## src/rtl/tmr_pkg.sv

```systemverilog
package tmr_pkg;

    localparam int ADDR_W    = 4;
    localparam int DATA_W    = 8;
    localparam int NUM_CH    = 2;
    localparam int NUM_FLAGS = 4;

    // register addresses
    localparam logic [ADDR_W-1:0] A_CTL_A   = 4'd0;
    localparam logic [ADDR_W-1:0] A_CTL_B   = 4'd1;
    localparam logic [ADDR_W-1:0] A_CNT_LO  = 4'd2;
    localparam logic [ADDR_W-1:0] A_CNT_HI  = 4'd3;
    localparam logic [ADDR_W-1:0] A_CMP_LO  = 4'd4;  // channel i at A_CMP_LO + 2*i
    localparam logic [ADDR_W-1:0] A_CAP_LO  = 4'd8;
    localparam logic [ADDR_W-1:0] A_CAP_HI  = 4'd9;
    localparam logic [ADDR_W-1:0] A_FLAGS   = 4'd10;
    localparam logic [ADDR_W-1:0] A_MASK    = 4'd11;

    // control A fields
    localparam int CA_WAVE0   = 0;
    localparam int CA_CAP_SRC = 2;
    localparam int CA_CAP_RISE= 3;
    localparam int CA_FILT    = 4;

    // control B fields
    localparam int CB_DOWN    = 3;
    localparam int CB_TOP_CMP = 4;

    // count source codes
    localparam logic [2:0] CS_OFF      = 3'd0;
    localparam logic [2:0] CS_TICK     = 3'd1;
    localparam logic [2:0] CS_EXT_FALL = 3'd2;
    localparam logic [2:0] CS_EXT_RISE = 3'd3;

    // flag bit positions
    localparam int FL_OVF  = 0;
    localparam int FL_CMP0 = 1;
    localparam int FL_CAP  = 3;

endpackage

```

## src/rtl/tmr_edge_sync.sv

```systemverilog
module tmr_edge_sync #(
    parameter int SYNC_STAGES = 2
) (
    input  logic clk,
    input  logic rst,
    input  logic pin_in,
    input  logic rise_sel,
    output logic edge_pulse
);

    typedef struct packed {
        logic [SYNC_STAGES-1:0] sync;
        logic                   prev;
    } es_st_t;

    es_st_t st_d, st_q;
    logic   lvl;

    assign lvl = st_q.sync[SYNC_STAGES-1];

    always_comb begin
        st_d      = st_q;
        st_d.sync = {st_q.sync[SYNC_STAGES-2:0], pin_in};
        st_d.prev = lvl;
    end

    always_ff @(posedge clk) begin
        if (rst) st_q <= '0;
        else     st_q <= st_d;
    end

    assign edge_pulse = rise_sel ? (lvl & ~st_q.prev) : (~lvl & st_q.prev);

    AST_ONE_STEP_PER_EDGE: assert property (@(posedge clk) disable iff (rst)
        edge_pulse |=> (!edge_pulse || (rise_sel != $past(rise_sel))))
        else $error("external edge produced two consecutive count enables");

endmodule

```

## src/rtl/tmr_cap_filter.sv

```systemverilog
module tmr_cap_filter #(
    parameter int SYNC_STAGES = 2,
    parameter int FILT_LEN    = 4
) (
    input  logic clk,
    input  logic rst,
    input  logic trig_in,
    input  logic filt_en,
    input  logic rise_sel,
    output logic cap_evt
);

    localparam int HIST_W = FILT_LEN - 1;

    typedef struct packed {
        logic [SYNC_STAGES-1:0] sync;
        logic [HIST_W-1:0]      hist;
        logic                   filt;
        logic                   prev;
    } cf_st_t;

    cf_st_t              st_d, st_q;
    logic                lvl;
    logic [FILT_LEN-1:0] run;
    logic                run_same;
    logic                sel_lvl;

    assign lvl      = st_q.sync[SYNC_STAGES-1];
    assign run      = {st_q.hist, lvl};
    assign run_same = (&run) | ~(|run);
    assign sel_lvl  = filt_en ? st_q.filt : lvl;

    always_comb begin
        st_d      = st_q;
        st_d.sync = {st_q.sync[SYNC_STAGES-2:0], trig_in};
        st_d.hist = {st_q.hist[HIST_W-2:0], lvl};
        st_d.filt = run_same ? lvl : st_q.filt;
        st_d.prev = sel_lvl;
    end

    always_ff @(posedge clk) begin
        if (rst) st_q <= '0;
        else     st_q <= st_d;
    end

    assign cap_evt = rise_sel ? (sel_lvl & ~st_q.prev) : (~sel_lvl & st_q.prev);

    AST_FILTER_NEEDS_RUN: assert property (@(posedge clk) disable iff (rst)
        (st_q.filt != $past(st_q.filt)) |->
            (($past(lvl) == st_q.filt) && ($past(lvl, 2) == st_q.filt) &&
             ($past(lvl, 3) == st_q.filt)))
        else $error("filtered level changed without a stable run");

endmodule

```

## src/rtl/tmr_cmp_chan.sv

```systemverilog
module tmr_cmp_chan #(
    parameter int CNT_W = 16
) (
    input  logic             clk,
    input  logic             rst,
    input  logic             wr_lo,
    input  logic             wr_hi,
    input  logic [7:0]       wdata,
    input  logic             load,
    input  logic             tick,
    input  logic [CNT_W-1:0] cnt,
    input  logic             wave_en,
    output logic [CNT_W-1:0] buf_val,
    output logic [CNT_W-1:0] act_val,
    output logic             match,
    output logic             wave
);

    localparam int HI_W = CNT_W - 8;

    typedef struct packed {
        logic [CNT_W-1:0] bufv;
        logic [CNT_W-1:0] act;
        logic             wave;
    } cc_st_t;

    cc_st_t st_d, st_q;

    assign match = tick && (cnt == st_q.act);

    always_comb begin
        st_d = st_q;
        if (wr_lo) st_d.bufv[7:0]       = wdata;
        if (wr_hi) st_d.bufv[CNT_W-1:8] = wdata[HI_W-1:0];
        if (load)  st_d.act             = st_q.bufv;
        if (match && wave_en) st_d.wave = ~st_q.wave;
    end

    always_ff @(posedge clk) begin
        if (rst) st_q <= '0;
        else     st_q <= st_d;
    end

    assign buf_val = st_q.bufv;
    assign act_val = st_q.act;
    assign wave    = st_q.wave;

    AST_ACTIVE_ONLY_ON_WRAP: assert property (@(posedge clk) disable iff (rst)
        !load |=> $stable(st_q.act))
        else $error("active compare value changed without a wrap");

    AST_WAVE_TOGGLES_ON_MATCH: assert property (@(posedge clk) disable iff (rst)
        (match && wave_en) |=> (wave != $past(wave)))
        else $error("enabled match did not toggle the waveform");

endmodule

```

## src/rtl/cap_cmp_timer.sv

```systemverilog
module cap_cmp_timer
    import tmr_pkg::*;
#(
    parameter int CNT_W       = 16,
    parameter int SYNC_STAGES = 2,
    parameter int FILT_LEN    = 4
) (
    input  logic              clk,
    input  logic              rst,
    input  logic              tick_in,
    input  logic              ext_clk_in,
    input  logic              cap_pin_in,
    input  logic              cmp_trig_in,
    input  logic              bus_we,
    input  logic [ADDR_W-1:0] bus_addr,
    input  logic [DATA_W-1:0] bus_wdata,
    output logic [DATA_W-1:0] bus_rdata,
    output logic [NUM_CH-1:0] wave_out,
    output logic [NUM_FLAGS-1:0] irq_out
);

    localparam int HI_W = CNT_W - 8;
    localparam logic [CNT_W-1:0] CNT_MAX = '1;

    typedef struct packed {
        logic [CNT_W-1:0]     cnt;
        logic [CNT_W-1:0]     cap;
        logic [DATA_W-1:0]    ctl_a;
        logic [DATA_W-1:0]    ctl_b;
        logic [NUM_FLAGS-1:0] flags;
        logic [NUM_FLAGS-1:0] mask;
    } tm_st_t;

    tm_st_t st_d, st_q;

    logic [2:0]       csel;
    logic             ext_pulse;
    logic             tick;
    logic             down;
    logic [CNT_W-1:0] top_val;
    logic             at_end;
    logic             wrap;
    logic             cap_evt;
    logic             cap_src;
    logic             cnt_wr;
    logic [NUM_FLAGS-1:0] fl_set;
    logic [NUM_FLAGS-1:0] fl_clr;

    logic [CNT_W-1:0]  cmp_buf [NUM_CH];
    logic [CNT_W-1:0]  cmp_act [NUM_CH];
    logic [NUM_CH-1:0] cmp_match;

    // count source
    assign csel = st_q.ctl_b[2:0];

    tmr_edge_sync #(.SYNC_STAGES(SYNC_STAGES)) u_ext_edge (
        .clk        (clk),
        .rst        (rst),
        .pin_in     (ext_clk_in),
        .rise_sel   (csel == CS_EXT_RISE),
        .edge_pulse (ext_pulse)
    );

    always_comb begin
        case (csel)
            CS_TICK:     tick = tick_in;
            CS_EXT_FALL: tick = ext_pulse;
            CS_EXT_RISE: tick = ext_pulse;
            default:     tick = 1'b0;
        endcase
    end

    // direction and wrap
    assign down    = st_q.ctl_b[CB_DOWN];
    assign top_val = st_q.ctl_b[CB_TOP_CMP] ? cmp_act[0] : CNT_MAX;
    assign at_end  = down ? (st_q.cnt == '0)
                          : ((st_q.cnt == top_val) || (st_q.cnt == CNT_MAX));
    assign wrap    = tick && at_end;

    // capture path
    assign cap_src = st_q.ctl_a[CA_CAP_SRC];

    tmr_cap_filter #(.SYNC_STAGES(SYNC_STAGES), .FILT_LEN(FILT_LEN)) u_cap (
        .clk      (clk),
        .rst      (rst),
        .trig_in  (cap_src ? cmp_trig_in : cap_pin_in),
        .filt_en  (st_q.ctl_a[CA_FILT]),
        .rise_sel (st_q.ctl_a[CA_CAP_RISE]),
        .cap_evt  (cap_evt)
    );

    // compare channels
    for (genvar i = 0; i < NUM_CH; i++) begin : g_chan
        localparam logic [ADDR_W-1:0] LO_ADDR = A_CMP_LO + ADDR_W'(2 * i);
        localparam logic [ADDR_W-1:0] HI_ADDR = A_CMP_LO + ADDR_W'(2 * i + 1);

        tmr_cmp_chan #(.CNT_W(CNT_W)) u_chan (
            .clk     (clk),
            .rst     (rst),
            .wr_lo   (bus_we && (bus_addr == LO_ADDR)),
            .wr_hi   (bus_we && (bus_addr == HI_ADDR)),
            .wdata   (bus_wdata),
            .load    (wrap),
            .tick    (tick),
            .cnt     (st_q.cnt),
            .wave_en (st_q.ctl_a[CA_WAVE0 + i]),
            .buf_val (cmp_buf[i]),
            .act_val (cmp_act[i]),
            .match   (cmp_match[i]),
            .wave    (wave_out[i])
        );
    end

    // flag set and clear sources
    always_comb begin
        fl_set                  = '0;
        fl_set[FL_OVF]          = wrap;
        fl_set[FL_CAP]          = cap_evt;
        for (int i = 0; i < NUM_CH; i++) fl_set[FL_CMP0 + i] = cmp_match[i];
        fl_clr = (bus_we && (bus_addr == A_FLAGS)) ? bus_wdata[NUM_FLAGS-1:0] : '0;
    end

    assign cnt_wr = bus_we && ((bus_addr == A_CNT_LO) || (bus_addr == A_CNT_HI));

    // next state
    always_comb begin
        st_d = st_q;

        if (tick) begin
            if (down) st_d.cnt = (st_q.cnt == '0) ? top_val : st_q.cnt - 1'b1;
            else      st_d.cnt = at_end ? '0 : st_q.cnt + 1'b1;
        end

        if (cap_evt) st_d.cap = st_q.cnt;

        st_d.flags = (st_q.flags & ~fl_clr) | fl_set;

        if (bus_we) begin
            case (bus_addr)
                A_CTL_A:  st_d.ctl_a           = bus_wdata;
                A_CTL_B:  st_d.ctl_b           = bus_wdata;
                A_CNT_LO: st_d.cnt[7:0]        = bus_wdata;
                A_CNT_HI: st_d.cnt[CNT_W-1:8]  = bus_wdata[HI_W-1:0];
                A_MASK:   st_d.mask            = bus_wdata[NUM_FLAGS-1:0];
                default:  ;
            endcase
        end
    end

    always_ff @(posedge clk) begin
        if (rst) st_q <= '0;
        else     st_q <= st_d;
    end

    // read mux
    always_comb begin
        bus_rdata = '0;
        case (bus_addr)
            A_CTL_A:  bus_rdata = st_q.ctl_a;
            A_CTL_B:  bus_rdata = st_q.ctl_b;
            A_CNT_LO: bus_rdata = st_q.cnt[7:0];
            A_CNT_HI: bus_rdata = DATA_W'(st_q.cnt[CNT_W-1:8]);
            4'd4:     bus_rdata = cmp_buf[0][7:0];
            4'd5:     bus_rdata = DATA_W'(cmp_buf[0][CNT_W-1:8]);
            4'd6:     bus_rdata = cmp_buf[1][7:0];
            4'd7:     bus_rdata = DATA_W'(cmp_buf[1][CNT_W-1:8]);
            A_CAP_LO: bus_rdata = st_q.cap[7:0];
            A_CAP_HI: bus_rdata = DATA_W'(st_q.cap[CNT_W-1:8]);
            A_FLAGS:  bus_rdata = DATA_W'(st_q.flags);
            A_MASK:   bus_rdata = DATA_W'(st_q.mask);
            default:  bus_rdata = '0;
        endcase
    end

    assign irq_out = st_q.flags & st_q.mask;

    AST_HOLD_WITHOUT_SOURCE: assert property (@(posedge clk) disable iff (rst)
        (((csel == CS_OFF) || (csel > CS_EXT_RISE)) && !cnt_wr) |=>
            (st_q.cnt == $past(st_q.cnt)))
        else $error("counter moved with no count source");

    AST_CAPTURE_COPIES_COUNT: assert property (@(posedge clk) disable iff (rst)
        cap_evt |=> (st_q.cap == $past(st_q.cnt)))
        else $error("capture register does not hold the counter value");

    AST_SET_BEATS_CLEAR: assert property (@(posedge clk) disable iff (rst)
        (cap_evt && bus_we && (bus_addr == A_FLAGS) && bus_wdata[FL_CAP]) |=>
            st_q.flags[FL_CAP])
        else $error("flag clear overrode a simultaneous set");

endmodule

```

## config.mk

```make
export PLATFORM = sky130hd
export DESIGN_NAME = cap_cmp_timer
export DESIGN_NICKNAME = d
export VERILOG_FILES = /design/src/rtl/tmr_pkg.sv /design/src/rtl/tmr_edge_sync.sv /design/src/rtl/tmr_cap_filter.sv /design/src/rtl/tmr_cmp_chan.sv /design/src/rtl/cap_cmp_timer.sv
export SDC_FILE = /design/constraint.sdc
export NUM_CORES = 1
export LEC_CHECK = 0
export BUFFER_PORTS_ARGS = -buffer_cell sky130_fd_sc_hd__buf_2
export CAP_MARGIN = 10
export CORE_MARGIN = 5
export CORE_UTILIZATION = 56
export DETAILED_ROUTE_END_ITERATION = 16
export PLACE_DENSITY = 0.76
export SYNTH_ARGS = -nofsm -noshare
export SYNTH_HDL_FRONTEND = slang
export SYNTH_HIERARCHICAL = 1
export SYNTH_SLANG_ARGS = --single-unit
export TNS_END_PERCENT = 5
```

## constraint.sdc

```tcl
create_clock -name clk -period 3.4 [get_ports clk]
set_clock_uncertainty 0.05 [all_clocks]
set_input_delay 0.51 -clock clk [delete_from_list [all_inputs] [get_ports clk]]
set_output_delay 0.51 -clock clk [all_outputs]
set_load 0.1 [all_outputs]
```

==> results.cfg <==
[worst_setup_path]
cp_slowest_cell = buf_2
crit_family = buffers and inverters
crit_arrival_ns = 2.42
r2r-start = st_q[12]
worstPathCellList = buf_2, nor2b_1, a22oi_1, a211o_1, o211ai_1, buf_12
worstSetupPathType = input port to primary output
r2r-end = g_chan[1].u_chan/act_val[14]
worst-path-max-fanout = 33
critPathMaxStageDelay_ns = 0.52
cp-end-kind = primary output
critPathRequiredTime_ns = 2.84
r2r_slack_ns = 0.51
cp-start-kind = input port
reg2regPathDepth = 10
crit_buf_inv = 2

[clock_tree]
clock_latency_ns = 0.43
clk_pin_slew_ns = 0.06
postCtsHoldBufs = 0
cts_resized = 0
cts-root-buf = clkbuf_16
cts_tree = yes
cts_setup_buffers = 0
h-tree-depth = 4
cts_max_path_buffers = 2
numCtsBuffers = 17
cts.sinks = 132

[synth]
synthArstFlopShare = 0
synth.distinct_cells = 66
synth_seq_area_share = 0.347
postSynthAreaPerCell_um2 = 8.15
syn_inst = 936
synth_top_cell_by_area = dfxtp_1
synth_area_leaders = dfxtp_1 (35%), mux2i_1 (14%), nor2_1 (6.8%)
ys_seq_elements = 132
syn_area_mm2 = 0.00762
synth_edf_count = 0
yosysWarningCount = 6
synthFlopType = dfxtp_1
synth_nets = 958
synth_top_area_frac = 0.347

[final_layout]
area_growth_pct = 14.2
final_common_cell = nor2_1
final_util = 0.655
fillers = 1107
insertedDiodeCount = 0
final_cell_mix = nor2_1 (138), dfxtp_1 (132), mux2i_1 (103), nand2_1 (77), buf_4 (45)
nets = 977
drive_above_1_share = 0.145

[drt]
vias_per_cell = 6.47
vias = 7393
wl_per_cell_um = 22.2
drc = 0
drtPass1Iterations = 6
routed_wl_um = 25300
antenna_left = 0
first_iter_violations = 993

[global_route]
grtUsageTotal = 0.310
grt_first_pass_wirelength_um = 38800
grt_pass1_vias = 6873
grt.overflow.total = 0
antenna_found_initial = 1
grt_max_degree = 99

[power]
internal_power_mw = 2.81
seq_power_share = 0.409
p_leak_nw = 3.26
p_total_mw = 3.87
ir_drop_mv = 0.363
combPwrFrac = 0.113
p_sw_mw = 1.06
power.density_mw_per_mm2 = 445
p_clk_frac = 0.478
swShare = 0.274

[placement]
hpwl_um = 17200
place.gp.congestion = 0.993
io_buffers = 32

[min_path]
min_to = u_ext_edge/st_d[2]
worstHoldStart = ext_clk_in
min_path_cells = 2
worstHoldPathType = input port to flop

[floorplanning]
die_area_mm2 = 0.0160
row_count = 42
die_h_um = 127
io_pins = 33
die_w_um = 127
start_util = 0.573
core-area_mm2 = 0.0133

[flow_run]
cap_violations = 0

[timing]
fmax_ghz = 0.336
min_period_over_period = 0.876
slew_viol_final = 0
hold_viol_final = 0
finalSetupViolations = 0
period_needed_ns = 2.98
worst_pin_slew_ns = 1.00
slew_headroom = 0.331
rsz0062_at_grt = no
hold_ws_ns = 0.238

[status]
outcome = completed
## power by group through the flow
stage / registers (mW) / clock network [mW] / logic (mW)
6_report: 1.58 / 1.85 / 0.439
5_1_grt: 1.58 / 1.93 / 0.460
4_1_cts: 1.58 / 1.85 / 0.424
3_5_place_dp: 1.62 / 0 / 0.421
3_3_place_gp: 1.62 / 0 / 0.419
2_1_floorplan: 1.61 / 0 / 0.295
## final cells by class
| type | count | area (um2) | area share |
|---|---|---|---|
| inverters | 17 | 66.3 | 0.00761 |
| well taps | 176 | 220 | 0.0253 |
| clock buffers | 17 | 425 | 0.0488 |
| multi-input cells | 710 | 4620 | 0.530 |
| repair buffers | 77 | 573 | 0.0658 |
| flip-flops and latches | 132 | 2640 | 0.303 |
| clock inverters | 14 | 165 | 0.0190 |
## cell families (layout without fill, tap and decap cells)
| logic type | after synthesis | after routing | share of synthesized area |
|---|---|---|---|
| buffers and inverters | 94 | 125 | 0.0499 |
| adders and majority gates | 3 | 3 | 0.00492 |
| DFF | 132 | 132 | 0.347 |
| AOI/OAI and AO/OA | 137 | 137 | 0.123 |
| xor gates and xnor gates | 57 | 57 | 0.0655 |
| muxes | 114 | 114 | 0.153 |
| and+or+nand+nor | 399 | 399 | 0.257 |
## routing by layer
layer  vias to the layer above  GRT usage  wire length (um)  part of all wire
met4                         0      0.155              1270             0.050
met3                       111     0.0597              2540              0.10
met2                       492      0.492             11400              0.45
met5                         -          0                 0                 0
li1                       3346          -                 -                 -
met1                      3444      0.403             10100              0.40
## worst register-to-register path: stages (launching register included)
cell and delay (ns):
dfxtp_1 0.41, buf_4 0.18, or3b_2 0.44, o22ai_1 0.14, o32ai_1 0.17, o41ai_2 0.45, o21ai_0 0.19, inv_1 0.13
buf_12 0.25, mux2i_1 0.27, nor2_1 0.06
## Yosys cell counts (6+ instances only)
library cell,number
a21oi_1,36
a31oi_1,10
a32oi_1,6
and2_1,7
and3_1,6
buf_1,10
clkbuf_1,59
dfxtp_1,132
inv_1,15
mux2_2,9
mux2i_1,104
nand2_1,77
nand2b_1,14
nand3_1,32
nor2_1,138
nor2b_1,21
nor3_1,25
nor4_1,18
o21ai_0,17
o22ai_1,15
or3_1,21
or4_1,8
xnor2_1,31
xor2_1,26
## how the worst max path moves through the flow
| stage | startpoint | to | slack, ns | cells past startpoint |
|---|---|---|---|---|
| after floorplan | bus_addr[0] | bus_rdata[5] | -0.43 | 7 |
| after global placement | bus_addr[3] | bus_rdata[7] | 0.48 | 6 |
| after detailed placement | bus_addr[0] | bus_rdata[6] | 0.47 | 5 |
| after CTS | bus_addr[0] | bus_rdata[3] | 0.48 | 6 |
| after global routing | bus_addr[0] | bus_rdata[0] | 0.30 | 7 |
| final | bus_addr[0] | bus_rdata[3] | 0.42 | 6 |
## registers in the layout (all words and copies together) (netlist names)
signal / count
u_ext_edge/lvl: 1
u_ext_edge/st_d: 1
g_chan.u_chan/act_val: 32
u_cap/st_q: 2
g_chan.u_chan/buf_val: 32
u_ext_edge/st_q: 1
u_cap/lvl: 1
u_cap/st_d: 1
u_cap/run: 3
csel: 3
cap_src: 1
st_q: 51
down: 1
g_chan.u_chan/wave: 2
## per-stage QoR
step | instance area, um2 | std cells | setup TNS [ns] | worst slack [ns]
2_1_floorplan | 7630 | 936 | -1.02 | -0.435
5_1_grt | 8710 | 1143 | 0 | 0.299
6_report | 8710 | 1143 | 0 | 0.423
4_1_cts | 8710 | 1143 | 0 | 0.477
3_3_place_gp | 8120 | 1112 | 0 | 0.478
3_5_place_dp | 8120 | 1112 | 0 | 0.473
(Power assumes the default switching activity.)
